File: src/rtl/prio_irq_pkg.sv
// Package: shared constants and helpers for the prioritized interrupt CPU interface.
// Assumes 8-bit priorities where a smaller value is more urgent.
package prio_irq_pkg;
    localparam int PRIO_W      = 8;
    localparam int RP_W        = PRIO_W + 1;
    localparam int ID_W        = 10;
    localparam int BP_W        = 3;
    localparam int SPURIOUS_ID = 1023;
    localparam logic [RP_W-1:0] IDLE_RP = 9'h100;

    // Register addresses
    localparam int REG_CTRL   = 0;
    localparam int REG_PMASK  = 1;
    localparam int REG_BINPT  = 2;
    localparam int REG_ACK    = 3;
    localparam int REG_DROP   = 4;
    localparam int REG_DEACT  = 5;
    localparam int REG_RUNPRI = 6;
    localparam int REG_PRIO0  = 8;
    localparam int REG_GROUP  = 16;

    // Priority with its low (bp+1) bits cleared
    function automatic logic [PRIO_W-1:0] group_prio(input logic [PRIO_W-1:0] prio,
                                                     input logic [BP_W-1:0] bp);
        logic [PRIO_W:0] keep;
        keep = {(PRIO_W+1){1'b1}} << ({1'b0, bp} + 4'd1);
        return prio & keep[PRIO_W-1:0];
    endfunction

    // Binary point plus one, saturated at 7
    function automatic logic [BP_W-1:0] bp_inc_sat(input logic [BP_W-1:0] bp);
        return (bp == 3'd7) ? 3'd7 : bp + 3'd1;
    endfunction
endpackage

File: src/rtl/prio_irq_src_state.sv
// Module: per-source pending and active state.
// Pending mirrors the registered input level. Active is set by acknowledge and cleared by deactivate.
// Assumes an acknowledge and a deactivate never target the same source in one cycle.
module prio_irq_src_state
    import prio_irq_pkg::*;
#(
    parameter int NUM_SRC = 8
) (
    input  logic               clk,
    input  logic               rst_n,
    input  logic [NUM_SRC-1:0] src_i,
    input  logic               ack_en_i,
    input  logic [ID_W-1:0]    ack_id_i,
    input  logic               deact_en_i,
    input  logic [ID_W-1:0]    deact_id_i,
    output logic [NUM_SRC-1:0] pend_o,
    output logic [NUM_SRC-1:0] active_o
);
    logic [NUM_SRC-1:0] pend_q;
    logic [NUM_SRC-1:0] active_q;

    for (genvar i = 0; i < NUM_SRC; i++) begin : g_src
        logic hit_ack;
        logic hit_deact;
        assign hit_ack   = ack_en_i   && (ack_id_i   == ID_W'(i));
        assign hit_deact = deact_en_i && (deact_id_i == ID_W'(i));

        // Register the level input as the pending state
        always_ff @(posedge clk) begin
            if (!rst_n) pend_q[i] <= 1'b0;
            else        pend_q[i] <= src_i[i];
        end

        // Set active on acknowledge and clear it on deactivate
        always_ff @(posedge clk) begin
            if (!rst_n)         active_q[i] <= 1'b0;
            else if (hit_ack)   active_q[i] <= 1'b1;
            else if (hit_deact) active_q[i] <= 1'b0;
        end

        AST_ACK_ONLY_IDLE: assert property (@(posedge clk) disable iff (!rst_n)
            hit_ack |-> (pend_q[i] && !active_q[i]));
        AST_ACTIVE_HOLDS: assert property (@(posedge clk) disable iff (!rst_n)
            (active_q[i] && !hit_deact) |=> active_q[i]);
    end

    assign pend_o   = pend_q;
    assign active_o = active_q;
endmodule

File: src/rtl/prio_irq_select.sv
// Module: combinational choice of the source to signal.
// A source is eligible when it is pending, inactive, below the mask and preempts the running priority, and the stack is not full.
// Picks the smallest priority value; ties go to the lowest ID.
module prio_irq_select
    import prio_irq_pkg::*;
#(
    parameter int NUM_SRC = 8
) (
    input  logic [NUM_SRC-1:0]             pend_i,
    input  logic [NUM_SRC-1:0]             active_i,
    input  logic [NUM_SRC-1:0][PRIO_W-1:0] prio_i,
    input  logic [NUM_SRC-1:0]             group_i,
    input  logic [BP_W-1:0]                bp_s_i,
    input  logic [BP_W-1:0]                bp_ns_i,
    input  logic                           common_i,
    input  logic [PRIO_W-1:0]              pmask_i,
    input  logic [RP_W-1:0]                running_i,
    input  logic                           full_i,
    output logic                           hit_o,
    output logic [ID_W-1:0]                sel_id_o,
    output logic [PRIO_W-1:0]              sel_gprio_o
);
    logic [NUM_SRC-1:0]             elig;
    logic [NUM_SRC-1:0][PRIO_W-1:0] gprio;

    for (genvar i = 0; i < NUM_SRC; i++) begin : g_elig
        logic [BP_W-1:0] bp_eff;
        // Effective binary point for this source's group
        assign bp_eff   = (group_i[i] && !common_i) ? bp_inc_sat(bp_ns_i) : bp_s_i;
        assign gprio[i] = group_prio(prio_i[i], bp_eff);
        assign elig[i]  = pend_i[i] && !active_i[i] && (prio_i[i] < pmask_i)
                       && ({1'b0, gprio[i]} < running_i) && !full_i;
    end

    // Scan for the most urgent eligible source; a strict compare keeps the lower ID on ties
    always_comb begin
        logic [PRIO_W-1:0] best_p;
        hit_o       = 1'b0;
        best_p      = '1;
        sel_id_o    = ID_W'(SPURIOUS_ID);
        sel_gprio_o = '0;
        for (int i = 0; i < NUM_SRC; i++) begin
            if (elig[i] && (!hit_o || prio_i[i] < best_p)) begin
                hit_o       = 1'b1;
                best_p      = prio_i[i];
                sel_id_o    = ID_W'(i);
                sel_gprio_o = gprio[i];
            end
        end
    end
endmodule

File: src/rtl/prio_irq_stack.sv
// Module: stack of the group priorities of acknowledged interrupts.
// The top entry is the running priority, and an empty stack gives the idle value 0x100.
// Assumes the caller never pushes when full and never pops when empty.
module prio_irq_stack
    import prio_irq_pkg::*;
#(
    parameter int DEPTH = 4
) (
    input  logic              clk,
    input  logic              rst_n,
    input  logic              push_i,
    input  logic [PRIO_W-1:0] push_prio_i,
    input  logic              pop_i,
    output logic [RP_W-1:0]   running_o,
    output logic              full_o,
    output logic              empty_o
);
    localparam int CNT_W = $clog2(DEPTH + 1);

    logic [CNT_W-1:0]  cnt_q;
    logic [PRIO_W-1:0] slot_q [DEPTH];

    // Track how many entries the stack holds
    always_ff @(posedge clk) begin
        if (!rst_n)                  cnt_q <= '0;
        else if (push_i && !full_o)  cnt_q <= cnt_q + 1'b1;
        else if (pop_i && !empty_o)  cnt_q <= cnt_q - 1'b1;
    end

    for (genvar k = 0; k < DEPTH; k++) begin : g_slot
        // Store the pushed priority in the next free slot
        always_ff @(posedge clk) begin
            if (!rst_n)                                          slot_q[k] <= '0;
            else if (push_i && !full_o && cnt_q == CNT_W'(k))    slot_q[k] <= push_prio_i;
        end
    end

    // The top slot, or the idle value, is the running priority
    always_comb begin
        running_o = IDLE_RP;
        for (int k = 0; k < DEPTH; k++) begin
            if (cnt_q == CNT_W'(k + 1)) running_o = {1'b0, slot_q[k]};
        end
    end

    assign full_o  = (cnt_q == CNT_W'(DEPTH));
    assign empty_o = (cnt_q == '0);

    AST_NO_OVERFLOW: assert property (@(posedge clk) disable iff (!rst_n)
        push_i |-> !full_o);
    AST_NO_UNDERFLOW: assert property (@(posedge clk) disable iff (!rst_n)
        pop_i |-> !empty_o);
    AST_PUSH_LOWERS: assert property (@(posedge clk) disable iff (!rst_n)
        push_i |=> (running_o < $past(running_o)));
endmodule

File: src/rtl/prio_irq_cpuif.sv
// Module: top of the prioritized interrupt CPU interface.
// It decodes the register bus, holds configuration and drives the interrupt line from registered state.
// Assumes NUM_SRC <= 8, so that the priority registers fit at addresses 8..15, and that the bus
// never asserts read and write in the same cycle.
module prio_irq_cpuif
    import prio_irq_pkg::*;
#(
    parameter int NUM_SRC     = 8,
    parameter int STACK_DEPTH = 4,
    parameter int ADDR_W      = 6,
    parameter int DATA_W      = 32
) (
    input  logic               clk,
    input  logic               rst_n,
    input  logic [NUM_SRC-1:0] src_i,
    input  logic               bus_rd,
    input  logic               bus_wr,
    input  logic [ADDR_W-1:0]  bus_addr,
    input  logic [DATA_W-1:0]  bus_wdata,
    input  logic               bus_ns,
    output logic [DATA_W-1:0]  bus_rdata,
    output logic               irq_o
);
    logic [NUM_SRC-1:0][PRIO_W-1:0] prio_q;
    logic [NUM_SRC-1:0] group_q;
    logic [NUM_SRC-1:0] pend;
    logic [NUM_SRC-1:0] active;
    logic [PRIO_W-1:0]  pmask_q;
    logic [BP_W-1:0]    bp_s_q;
    logic [BP_W-1:0]    bp_ns_q;
    logic               common_q;
    logic [DATA_W-1:0]  rdata_q;
    logic [DATA_W-1:0]  rd_val;
    logic               hit;
    logic [ID_W-1:0]    sel_id;
    logic [PRIO_W-1:0]  sel_gprio;
    logic [RP_W-1:0]    running;
    logic               full;
    logic               empty;
    logic               ack_en;
    logic               drop_en;
    logic               deact_en;
    logic               addr_known;
    logic               wdata_unused;

    assign wdata_unused = ^bus_wdata;

    function automatic logic at(input logic [ADDR_W-1:0] a, input int r);
        return a == ADDR_W'(r);
    endfunction

    assign ack_en   = bus_rd && at(bus_addr, REG_ACK) && hit;
    assign drop_en  = bus_wr && at(bus_addr, REG_DROP) && !empty;
    assign deact_en = bus_wr && at(bus_addr, REG_DEACT);

    prio_irq_src_state #(.NUM_SRC(NUM_SRC)) u_state (
        .clk        (clk),
        .rst_n      (rst_n),
        .src_i      (src_i),
        .ack_en_i   (ack_en),
        .ack_id_i   (sel_id),
        .deact_en_i (deact_en),
        .deact_id_i (bus_wdata[ID_W-1:0]),
        .pend_o     (pend),
        .active_o   (active)
    );

    prio_irq_select #(.NUM_SRC(NUM_SRC)) u_select (
        .pend_i      (pend),
        .active_i    (active),
        .prio_i      (prio_q),
        .group_i     (group_q),
        .bp_s_i      (bp_s_q),
        .bp_ns_i     (bp_ns_q),
        .common_i    (common_q),
        .pmask_i     (pmask_q),
        .running_i   (running),
        .full_i      (full),
        .hit_o       (hit),
        .sel_id_o    (sel_id),
        .sel_gprio_o (sel_gprio)
    );

    prio_irq_stack #(.DEPTH(STACK_DEPTH)) u_stack (
        .clk         (clk),
        .rst_n       (rst_n),
        .push_i      (ack_en),
        .push_prio_i (sel_gprio),
        .pop_i       (drop_en),
        .running_o   (running),
        .full_o      (full),
        .empty_o     (empty)
    );

    // Control, mask and group registers
    always_ff @(posedge clk) begin
        if (!rst_n) begin
            common_q <= 1'b0;
            pmask_q  <= '1;
            group_q  <= '0;
        end else if (bus_wr) begin
            if (at(bus_addr, REG_CTRL))  common_q <= bus_wdata[0];
            if (at(bus_addr, REG_PMASK)) pmask_q  <= bus_wdata[PRIO_W-1:0];
            if (at(bus_addr, REG_GROUP)) group_q  <= bus_wdata[NUM_SRC-1:0];
        end
    end

    // Binary-point registers, with the non-secure write locked under the common bit
    always_ff @(posedge clk) begin
        if (!rst_n) begin
            bp_s_q  <= '0;
            bp_ns_q <= '0;
        end else if (bus_wr && at(bus_addr, REG_BINPT)) begin
            if (!bus_ns)        bp_s_q  <= bus_wdata[BP_W-1:0];
            else if (!common_q) bp_ns_q <= bus_wdata[BP_W-1:0];
        end
    end

    for (genvar g = 0; g < NUM_SRC; g++) begin : g_prio
        // Per-source priority register
        always_ff @(posedge clk) begin
            if (!rst_n)                                    prio_q[g] <= '0;
            else if (bus_wr && at(bus_addr, REG_PRIO0 + g)) prio_q[g] <= bus_wdata[PRIO_W-1:0];
        end
    end

    // Read multiplexer; any address not listed reads zero
    always_comb begin
        rd_val     = '0;
        addr_known = 1'b1;
        if (at(bus_addr, REG_CTRL))        rd_val = DATA_W'(common_q);
        else if (at(bus_addr, REG_PMASK))  rd_val = DATA_W'(pmask_q);
        else if (at(bus_addr, REG_BINPT))  rd_val = DATA_W'(!bus_ns ? bp_s_q :
                                                    (common_q ? bp_inc_sat(bp_s_q) : bp_ns_q));
        else if (at(bus_addr, REG_ACK))    rd_val = DATA_W'(hit ? sel_id : ID_W'(SPURIOUS_ID));
        else if (at(bus_addr, REG_RUNPRI)) rd_val = DATA_W'(running[PRIO_W] ? {PRIO_W{1'b1}}
                                                                            : running[PRIO_W-1:0]);
        else if (at(bus_addr, REG_GROUP))  rd_val = DATA_W'(group_q);
        else if (at(bus_addr, REG_DROP) || at(bus_addr, REG_DEACT)) rd_val = '0;
        else begin
            addr_known = 1'b0;
            for (int i = 0; i < NUM_SRC; i++) begin
                if (at(bus_addr, REG_PRIO0 + i)) begin
                    rd_val     = DATA_W'(prio_q[i]);
                    addr_known = 1'b1;
                end
            end
        end
    end

    // Registered read data, valid the cycle after the strobe
    always_ff @(posedge clk) begin
        if (!rst_n)      rdata_q <= '0;
        else if (bus_rd) rdata_q <= rd_val;
        else             rdata_q <= '0;
    end

    assign bus_rdata = rdata_q;
    assign irq_o     = hit;

    AST_RAZ: assert property (@(posedge clk) disable iff (!rst_n)
        (bus_rd && !addr_known) |=> (bus_rdata == '0));
    AST_IDLE_RUNPRI: assert property (@(posedge clk) disable iff (!rst_n)
        (bus_rd && at(bus_addr, REG_RUNPRI) && empty) |=> (bus_rdata == DATA_W'(8'hFF)));
    AST_NS_BP_LOCKED: assert property (@(posedge clk) disable iff (!rst_n)
        (bus_wr && bus_ns && common_q && at(bus_addr, REG_BINPT)) |=> $stable(bp_ns_q));
    AST_SPURIOUS_ID: assert property (@(posedge clk) disable iff (!rst_n)
        (bus_rd && at(bus_addr, REG_ACK) && !irq_o) |=> (bus_rdata == DATA_W'(SPURIOUS_ID)));
    AST_ONE_ACCESS: assert property (@(posedge clk) disable iff (!rst_n)
        !(bus_rd && bus_wr));
endmodule

File: config.mk
export PLATFORM = sky130hd
export DESIGN_NAME = prio_irq_cpuif
export DESIGN_NICKNAME = d
export VERILOG_FILES = /design/src/rtl/prio_irq_pkg.sv /design/src/rtl/prio_irq_src_state.sv /design/src/rtl/prio_irq_select.sv /design/src/rtl/prio_irq_stack.sv /design/src/rtl/prio_irq_cpuif.sv
export SDC_FILE = /design/constraint.sdc
export NUM_CORES = 1
export LEC_CHECK = 0
export BUFFER_PORTS_ARGS = -buffer_cell sky130_fd_sc_hd__buf_2
export CAP_MARGIN = 0
export CORE_MARGIN = 2
export CORE_UTILIZATION = 54
export DETAILED_ROUTE_END_ITERATION = 10
export PLACE_DENSITY = 0.73
export SLEW_MARGIN = 20
export SYNTH_ARGS = -nofsm -noshare
export SYNTH_HDL_FRONTEND = slang
export SYNTH_SLANG_ARGS = --single-unit
File: constraint.sdc
create_clock -name clk -period 34.4 [get_ports clk]
set_input_delay 6.88 -clock clk [delete_from_list [all_inputs] [get_ports clk]]
set_output_delay 6.88 -clock clk [all_outputs]
set_load 0.005 [all_outputs]
Word level (Yosys, flattened, before mapping)
Memory sizes are Yosys's and may differ from the RTL's.
Cells that the tools add are included.
W data, S select, Z words.
- add/subtract/negate cells: 12
- multipliers: 0
- divide/modulo/power cells: 0
- magnitude comparators: 23
- equality and inequality tests: 35
- shift-type cells: 8
- mux-type cells: 99
- bitwise operators: 16
- reductions and logical operators: 130
- operator list (operator ; number):
    $mux W32 ; 12
    $mux W8 ; 22
    $lt A8 B8 Y1 ; 15
    $mux W10 ; 9
    $logic_and A1 B1 Y1 ; 83
    $eq A10 B3 Y1 const B ; 8
    $lt A8 B9 Y1 ; 8
    $shl A9 B4 Y8 const A ; 8
    $and A8 B8 Y8 ; 8
    $eq A6 B4 Y1 const B ; 8
    $mux W3 ; 14
    $eq A10 B2 Y1 const B ; 4
    $mux W1 ; 38
    $mux W9 ; 4
    $add A3 B1 Y4 const B ; 8
    $eq A10 B1 Y1 const B ; 2
    $logic_not A10 Y1 ; 2
    $eq A6 B3 Y1 const B ; 3
    $logic_not A1 Y1 ; 18
    $reduce_bool A2 Y1 ; 9
    $eq A6 B2 Y1 const B ; 2
    $reduce_and A2 Y1 ; 5
    $add A3 B1 Y3 const B ; 3
    $eq A3 B3 Y1 const B ; 3
    13 further kinds ; 27
- bits in registers: 138
- bits in latches: 0
- bits in writable memories: 32
- ROM bits: 0
- memories kept: 1
- memories (name ; depth ; bits a word ; read ports ; clocked after Yosys merged registers in ; write ports ; RTL line ; RTL):
    u_stack.slot_q ; 4 ; 8 ; 4 ; 0 ; 4 ; prio_irq_stack.sv:21 ; logic [PRIO_W-1:0] slot_q [DEPTH];

Depth between registers and ports, before layout
- depth in word-level cells: 45
- depth in mapped cells: 99
- depth with buffers taken out: 86

Cells and area by module
From an unflattened synthesis, not the netlist that was laid out.
- cell total of the unflattened synthesis: 1839
- area, all modules: 15054.4 µm²
- by module, submodules not included (module ; times used ; cells each ; area an instance (µm²) ; sequential area each (µm²)):
    prio_irq_select ; 1 ; 1027 ; 7272.0 ; 0.0
    prio_irq_cpuif ; 1 ; 583 ; 5149.9 ; 1941.9
    prio_irq_stack ; 1 ; 163 ; 1980.6 ; 1021.0
    prio_irq_src_state ; 1 ; 66 ; 651.9 ; 320.3

Worst setup path before layout
OpenSTA, ideal clock, no wires.
- kind: register to register
- start: register u_stack.cnt_q[2]
- end: memory u_stack.slot_q[3][6], data pin
- library setup time: 0.276 ns
- data arrival time: 17.938 ns
- setup slack: 16.185 ns
- cell stages (with the launch flop): 89
- path buffers: 15
- path through: dfxtp_1 -> buf_4 -> clkinv_1 -> ha_1 -> buf_2 -> clkbuf_1 -> nand2_1 -> o21ai_0 -> a222oi_1 -> ha_1 -> a21oi_1 -> nand2_1 -> a221o_1 -> a2111oi_4 -> nand2_4 -> nor2_1 -> ha_1 -> a21o_1 -> [... 53 more ...] -> mux2i_1 -> ha_1 -> a2111oi_0 -> o211ai_1 -> o211ai_4 -> buf_6 -> buf_4 -> nor2_1 -> a21oi_1 -> ha_1 -> and4_1 -> a21oi_1 -> o211ai_1 -> a2111oi_0 -> nand4_1 -> o211a_1 -> nand3_1 -> o22ai_1
- RTL lines (element ; RTL line ; RTL):
    start, declared ; prio_irq_stack.sv:20 ; logic [CNT_W-1:0] cnt_q;
    start signal, assigned ; prio_irq_stack.sv:26 ; else if (push_i && !full_o) cnt_q <= cnt_q + 1'b1;
    start signal, assigned ; prio_irq_stack.sv:27 ; else if (pop_i && !empty_o) cnt_q <= cnt_q - 1'b1;
    end, declared ; prio_irq_stack.sv:21 ;

==> results_tabular.tex <==
\begin{tabular}{lr}
\hline
Metric & Value \\
\hline
\multicolumn{2}{l}{\textbf{Die}} \\
\quad Core box area & 25300 um2 \\
\quad Cell Rows & 58 \\
\quad X dimension of the die & 165 um \\
\quad I/O pin total & 84 \\
\quad Effective utilization at floorplan & 0.551 \\
\quad Die area & between 20000 and 30000 um2 \\
\quad Vertical die dimension & 165 um \\
\multicolumn{2}{l}{\textbf{Clock tree}} \\
\quad Number of buffers added by the clock tree synthesis step & 17 \\
\quad Number of sinks driven by the clock tree & 147 \\
\quad Max H-tree Level & 4 \\
\quad Setup Fix Bufs, Post-CTS & 0 \\
\quad CTS tree & built \\
\quad Number of buffers added to fix hold violations after cts & 0 \\
\quad Worst-skew pair later-pin latency & approximately 440 ps \\
\quad Maximum clock path buffer count & 2 \\
\quad Clock-pin slew on the worst setup and hold paths & 70 ps \\
\quad Cts repair resizes & 0 \\
\quad Buffer cell driving the clock tree root & sky130\_fd\_sc\_hd\_\_clkbuf\_16 \\
\multicolumn{2}{l}{\textbf{Drt}} \\
\quad Via-per-instance ratio & 6.65 \\
\quad Drt drc & 0 \\
\quad Via count & around 14000 \\
\quad Drt pass-1 iters & 6 \\
\quad Final wirelength & 50400 um \\
\quad Detail Route Antenna Nets & 0 \\
\quad Avg WL per Cell & around 24 um \\
\quad Number of violations reported at the end of detailed-routing iteration 0 & between 1500 and 2000 \\
\multicolumn{2}{l}{\textbf{Worst setup path}} \\
\quad Slowest stage cell, crit path & sky130\_fd\_sc\_hd\_\_a2111oi\_0 \\
\quad Top fanout value on the critical path & 27 \\
\quad Beginning of the worst register-to-register path & u\_stack.cnt\_q[2] \\
\quad Depth of the most critical reg-to-reg path & 75 \\
\quad Worst Path Arrival & about 21000 ps \\
\quad Startpoint kind of the worst setup timing path & register \\
\quad Crit path largest cell delay & roughly 800 ps \\
\quad Minimum setup slack among reg-to-reg paths & 13420 ps \\
\quad Endpoint required time on the critical path & 34640 ps \\
\quad R2r endpoint & u\_stack.slot\_q[3][0] \\
\quad Crit Path Class & register to register \\
\quad Element type at the critical path end & register \\
\multicolumn{2}{l}{\textbf{Final layout}} \\
\quad Area overhead of the layout relative to synthesis & 6.46\% \\
\quad Combined flip-flop and latch cell area & 3260 um2 \\
\quad FILL cells & about 2400 \\
\quad Antenna cells & 0 \\
\quad Share of layout cells above drive strength 1 & 0.0915 \\
\quad Non-Filler Instances & 2090 \\
\quad Footprint of the multi-input gates & 9920 um2 \\
\quad Number of nets in the layout & between 1500 and 2000 \\
\multicolumn{2}{l}{\textbf{Yosys}} \\
\quad Number of register bits inferred by synthesis & 147 \\
\quad Dominant synthesized flop cell & sky130\_fd\_sc\_hd\_\_dfxtp\_1 \\
\quad Number of standard cells after synthesis & 1758 \\
\quad Async set-or-reset flop fraction in the synthesized netlist & 0 \\
\quad Yosys warns & 0 \\
\quad Area share of the leading cell type in the synthesized netlist & 0.165 \\
\quad Share of the yosys chip area belonging to registers & 0.235 \\
\quad Ranking of synthesized cells by area & sky130\_fd\_sc\_hd\_\_dfxtp\_1 (17\%), sky130\_fd\_sc\_hd\_\_ha\_1 (16\%), sky130\_fd\_sc\_hd\_\_edfxtp\_1 (6.9\%) \\
\quad Summed instance area of the synthesized netlist & 13900 um2 \\
\quad Number of distinct library cells after synthesis & 96 \\
\quad Number of enable-type register cells in the synthesized netlist & 32 \\
\quad Mean cell area of the mapped netlist & $\sim$7.9 um2 \\
\quad Most repeated cell in the gate-level netlist after synthesis & sky130\_fd\_sc\_hd\_\_nand2\_1 \\
\quad Cell types with the highest counts after synthesis & sky130\_fd\_sc\_hd\_\_nand2\_1 (213), sky130\_fd\_sc\_hd\_\_ha\_1 (175), sky130\_fd\_sc\_hd\_\_dfxtp\_1 (115) \\
\quad Synth area leader & sky130\_fd\_sc\_hd\_\_dfxtp\_1 \\
\multicolumn{2}{l}{\textbf{Timing}} \\
\quad Measured slew at the worst slew-check pin & between 900 and 1000 ps \\
\quad Max-slew headroom at the worst pin & 0.358 \\
\quad FMAX & $\sim$48 MHz \\
\quad Final setup violation count & 0 \\
\quad Final hold violation count & 0 \\
\quad Post-Route Setup TNS & 0 ps \\
\quad Worst Slack Setup Final & 13420 ps \\
\quad RSZ-0062 raised after global routing & false \\
\quad Final number of max-transition violations & 0 \\
\quad Post-Route Skew & 14.9 ps \\
\quad Fin crit share & 0.610 \\
\quad Post-route minimum period & between 20000 and 25000 ps \\
\multicolumn{2}{l}{\textbf{Place}} \\
\quad Number of I/O port buffers & 39 \\
\quad Total half-perimeter wirelength after legalization and detailed placement & 37600 um \\
\quad Dpl ws & roughly 14000 ps \\
\quad Weighted congestion reported at the end of routability-driven placement & a little over 1 \\
\quad \# placed instances & $\sim$2000 \\
\multicolumn{2}{l}{\textbf{GRT}} \\
\quad Maximum number of pins on one net before global-route repair & 88 \\
\quad Vias in the first global route & 13100 \\
\quad Grt total ovfl & 0 \\
\quad Antenna violations before repair & 1 \\
\quad Total GRT Usage & 0.373 \\
\quad Global-route wire length before repair & 75800 um \\
\multicolumn{2}{l}{\textbf{Min path}} \\
\quad Hold path depth & 2 \\
\quad Hold Path Sink & bus\_rdata[7] \\
\quad Worst min-delay path startpoint & pmask\_q[7] \\
\quad Path type of the worst min-delay path & register to register \\
\multicolumn{2}{l}{\textbf{Power and ir drop}} \\
\quad Power Density & roughly 29 nW/um2 \\
\quad Total power & about 430 uW \\
\quad Worst vdd rail ir drop & between 0.02 and 0.03 mV \\
\quad Standby leakage power & 6.48 nW \\
\multicolumn{2}{l}{\textbf{Flow run}} \\
\quad Number of max-cap violations & 0 \\
\multicolumn{2}{l}{\textbf{Outcome}} \\
\quad Status & completed \\
\hline
\end{tabular}
power by group:
part / switching, mW / internal [mW] / total (mW)
Combinational: 0.0402 / 0.0203 / 0.0605
Sequential: 0.00185 / 0.178 / 0.180
Clock: 0.0915 / 0.103 / 0.194
flip-flops by register name, indices dropped and copies added (netlist names):
register and count:
u_stack.cnt_q 3, bus_rdata 9, prio_q 64, u_state.pend_o 8
bp_ns_q 3, pmask_q 8, bp_s_q 3, u_state.active_o 8
group_q 8, u_stack.slot_q 32, common_q 1
worst max path at each step:
stage,start,to
2_1_floorplan,u_stack.cnt_q[2],u_stack.slot_q[3][6]
3_3_place_gp,u_stack.cnt_q[2],u_stack.slot_q[3][0]
3_5_place_dp,u_stack.cnt_q[2],u_stack.slot_q[3][0]
4_1_cts,u_stack.cnt_q[2],u_stack.slot_q[3][0]
5_1_grt,u_stack.cnt_q[2],u_stack.slot_q[1][3]
6_report,u_stack.cnt_q[2],u_stack.slot_q[3][0]
cell type report:
class,instances,share of cell area
Sequential cell,147,0.220
Clock buffer,18,0.0290
Multi-Input combinational cell,1444,0.670
Clock inverter,14,0.00972
Timing Repair Buffer,61,0.0243
Tap cell,330,0.0279
Inverter,76,0.0193
worst max-delay path: cells and delay by family (launching register included):
family	cells	cell delay, ps
flip-flops	1	620
AND/OR/NAND/NOR	17	3910
adder cells (fa/ha/maj)	9	2910
multiplexers	3	1220
AO/OA/AOI/OAI	38	10620
buffers and inverters	8	1430
per-layer routing:
layer	vias up	GRT usage	part of all wire
met1	6491	0.492	0.40
li1	6392	-	-
met2	825	0.569	0.43
met5	-	0	0.00022
met3	189	0.0907	0.12
met4	2	0.185	0.056
placed cells by master, fill, tap and decap left out, types with 22 or more instances in the layout:
cell                       netlist  final
sky130_fd_sc_hd__a21oi_1       105    105
sky130_fd_sc_hd__buf_4          25     22
sky130_fd_sc_hd__inv_1          75     75
sky130_fd_sc_hd__dfxtp_1       115    115
sky130_fd_sc_hd__a21boi_0       74     74
sky130_fd_sc_hd__nand2b_1       24     24
sky130_fd_sc_hd__nand2_1       213    213
sky130_fd_sc_hd__ha_1          175    175
sky130_fd_sc_hd__and2_1         31     31
sky130_fd_sc_hd__and3_1         26     26
sky130_fd_sc_hd__o22ai_1        37     37
sky130_fd_sc_hd__buf_2           9     39
sky130_fd_sc_hd__o21ai_0        89     89
sky130_fd_sc_hd__nor2b_1        48     48
sky130_fd_sc_hd__edfxtp_1       32     32
sky130_fd_sc_hd__nor2_1        106    103
sky130_fd_sc_hd__conb_1          1     22
sky130_fd_sc_hd__a21o_1         37     37
sky130_fd_sc_hd__o211ai_1       22     22
sky130_fd_sc_hd__nand3_1       112    112
sky130_fd_sc_hd__mux2i_1        51     51
sky130_fd_sc_hd__mux2_2         25     25
cells by family after synthesis:
logic type / synth area share
mux: 0.0594
fa+ha+maj: 0.160
flops: 0.235
xor+xnor: 0.00630
simple gates: 0.233
compound gates: 0.247
buf+inv: 0.0594
other cells: 0.000270
stage by stage:
stage / cell area, um2 / util / hold WS (ps)
after floorplan: 14000 / - / 432
after global placement: 14200 / 0.563 / 463
after detailed placement: 14200 / 0.563 / 465
after CTS: 14800 / 0.586 / 480
after global routing: 14800 / 0.586 / 506
final: 14800 / 0.586 / 481
No activity file was read; power rests on OpenSTA's default activity.
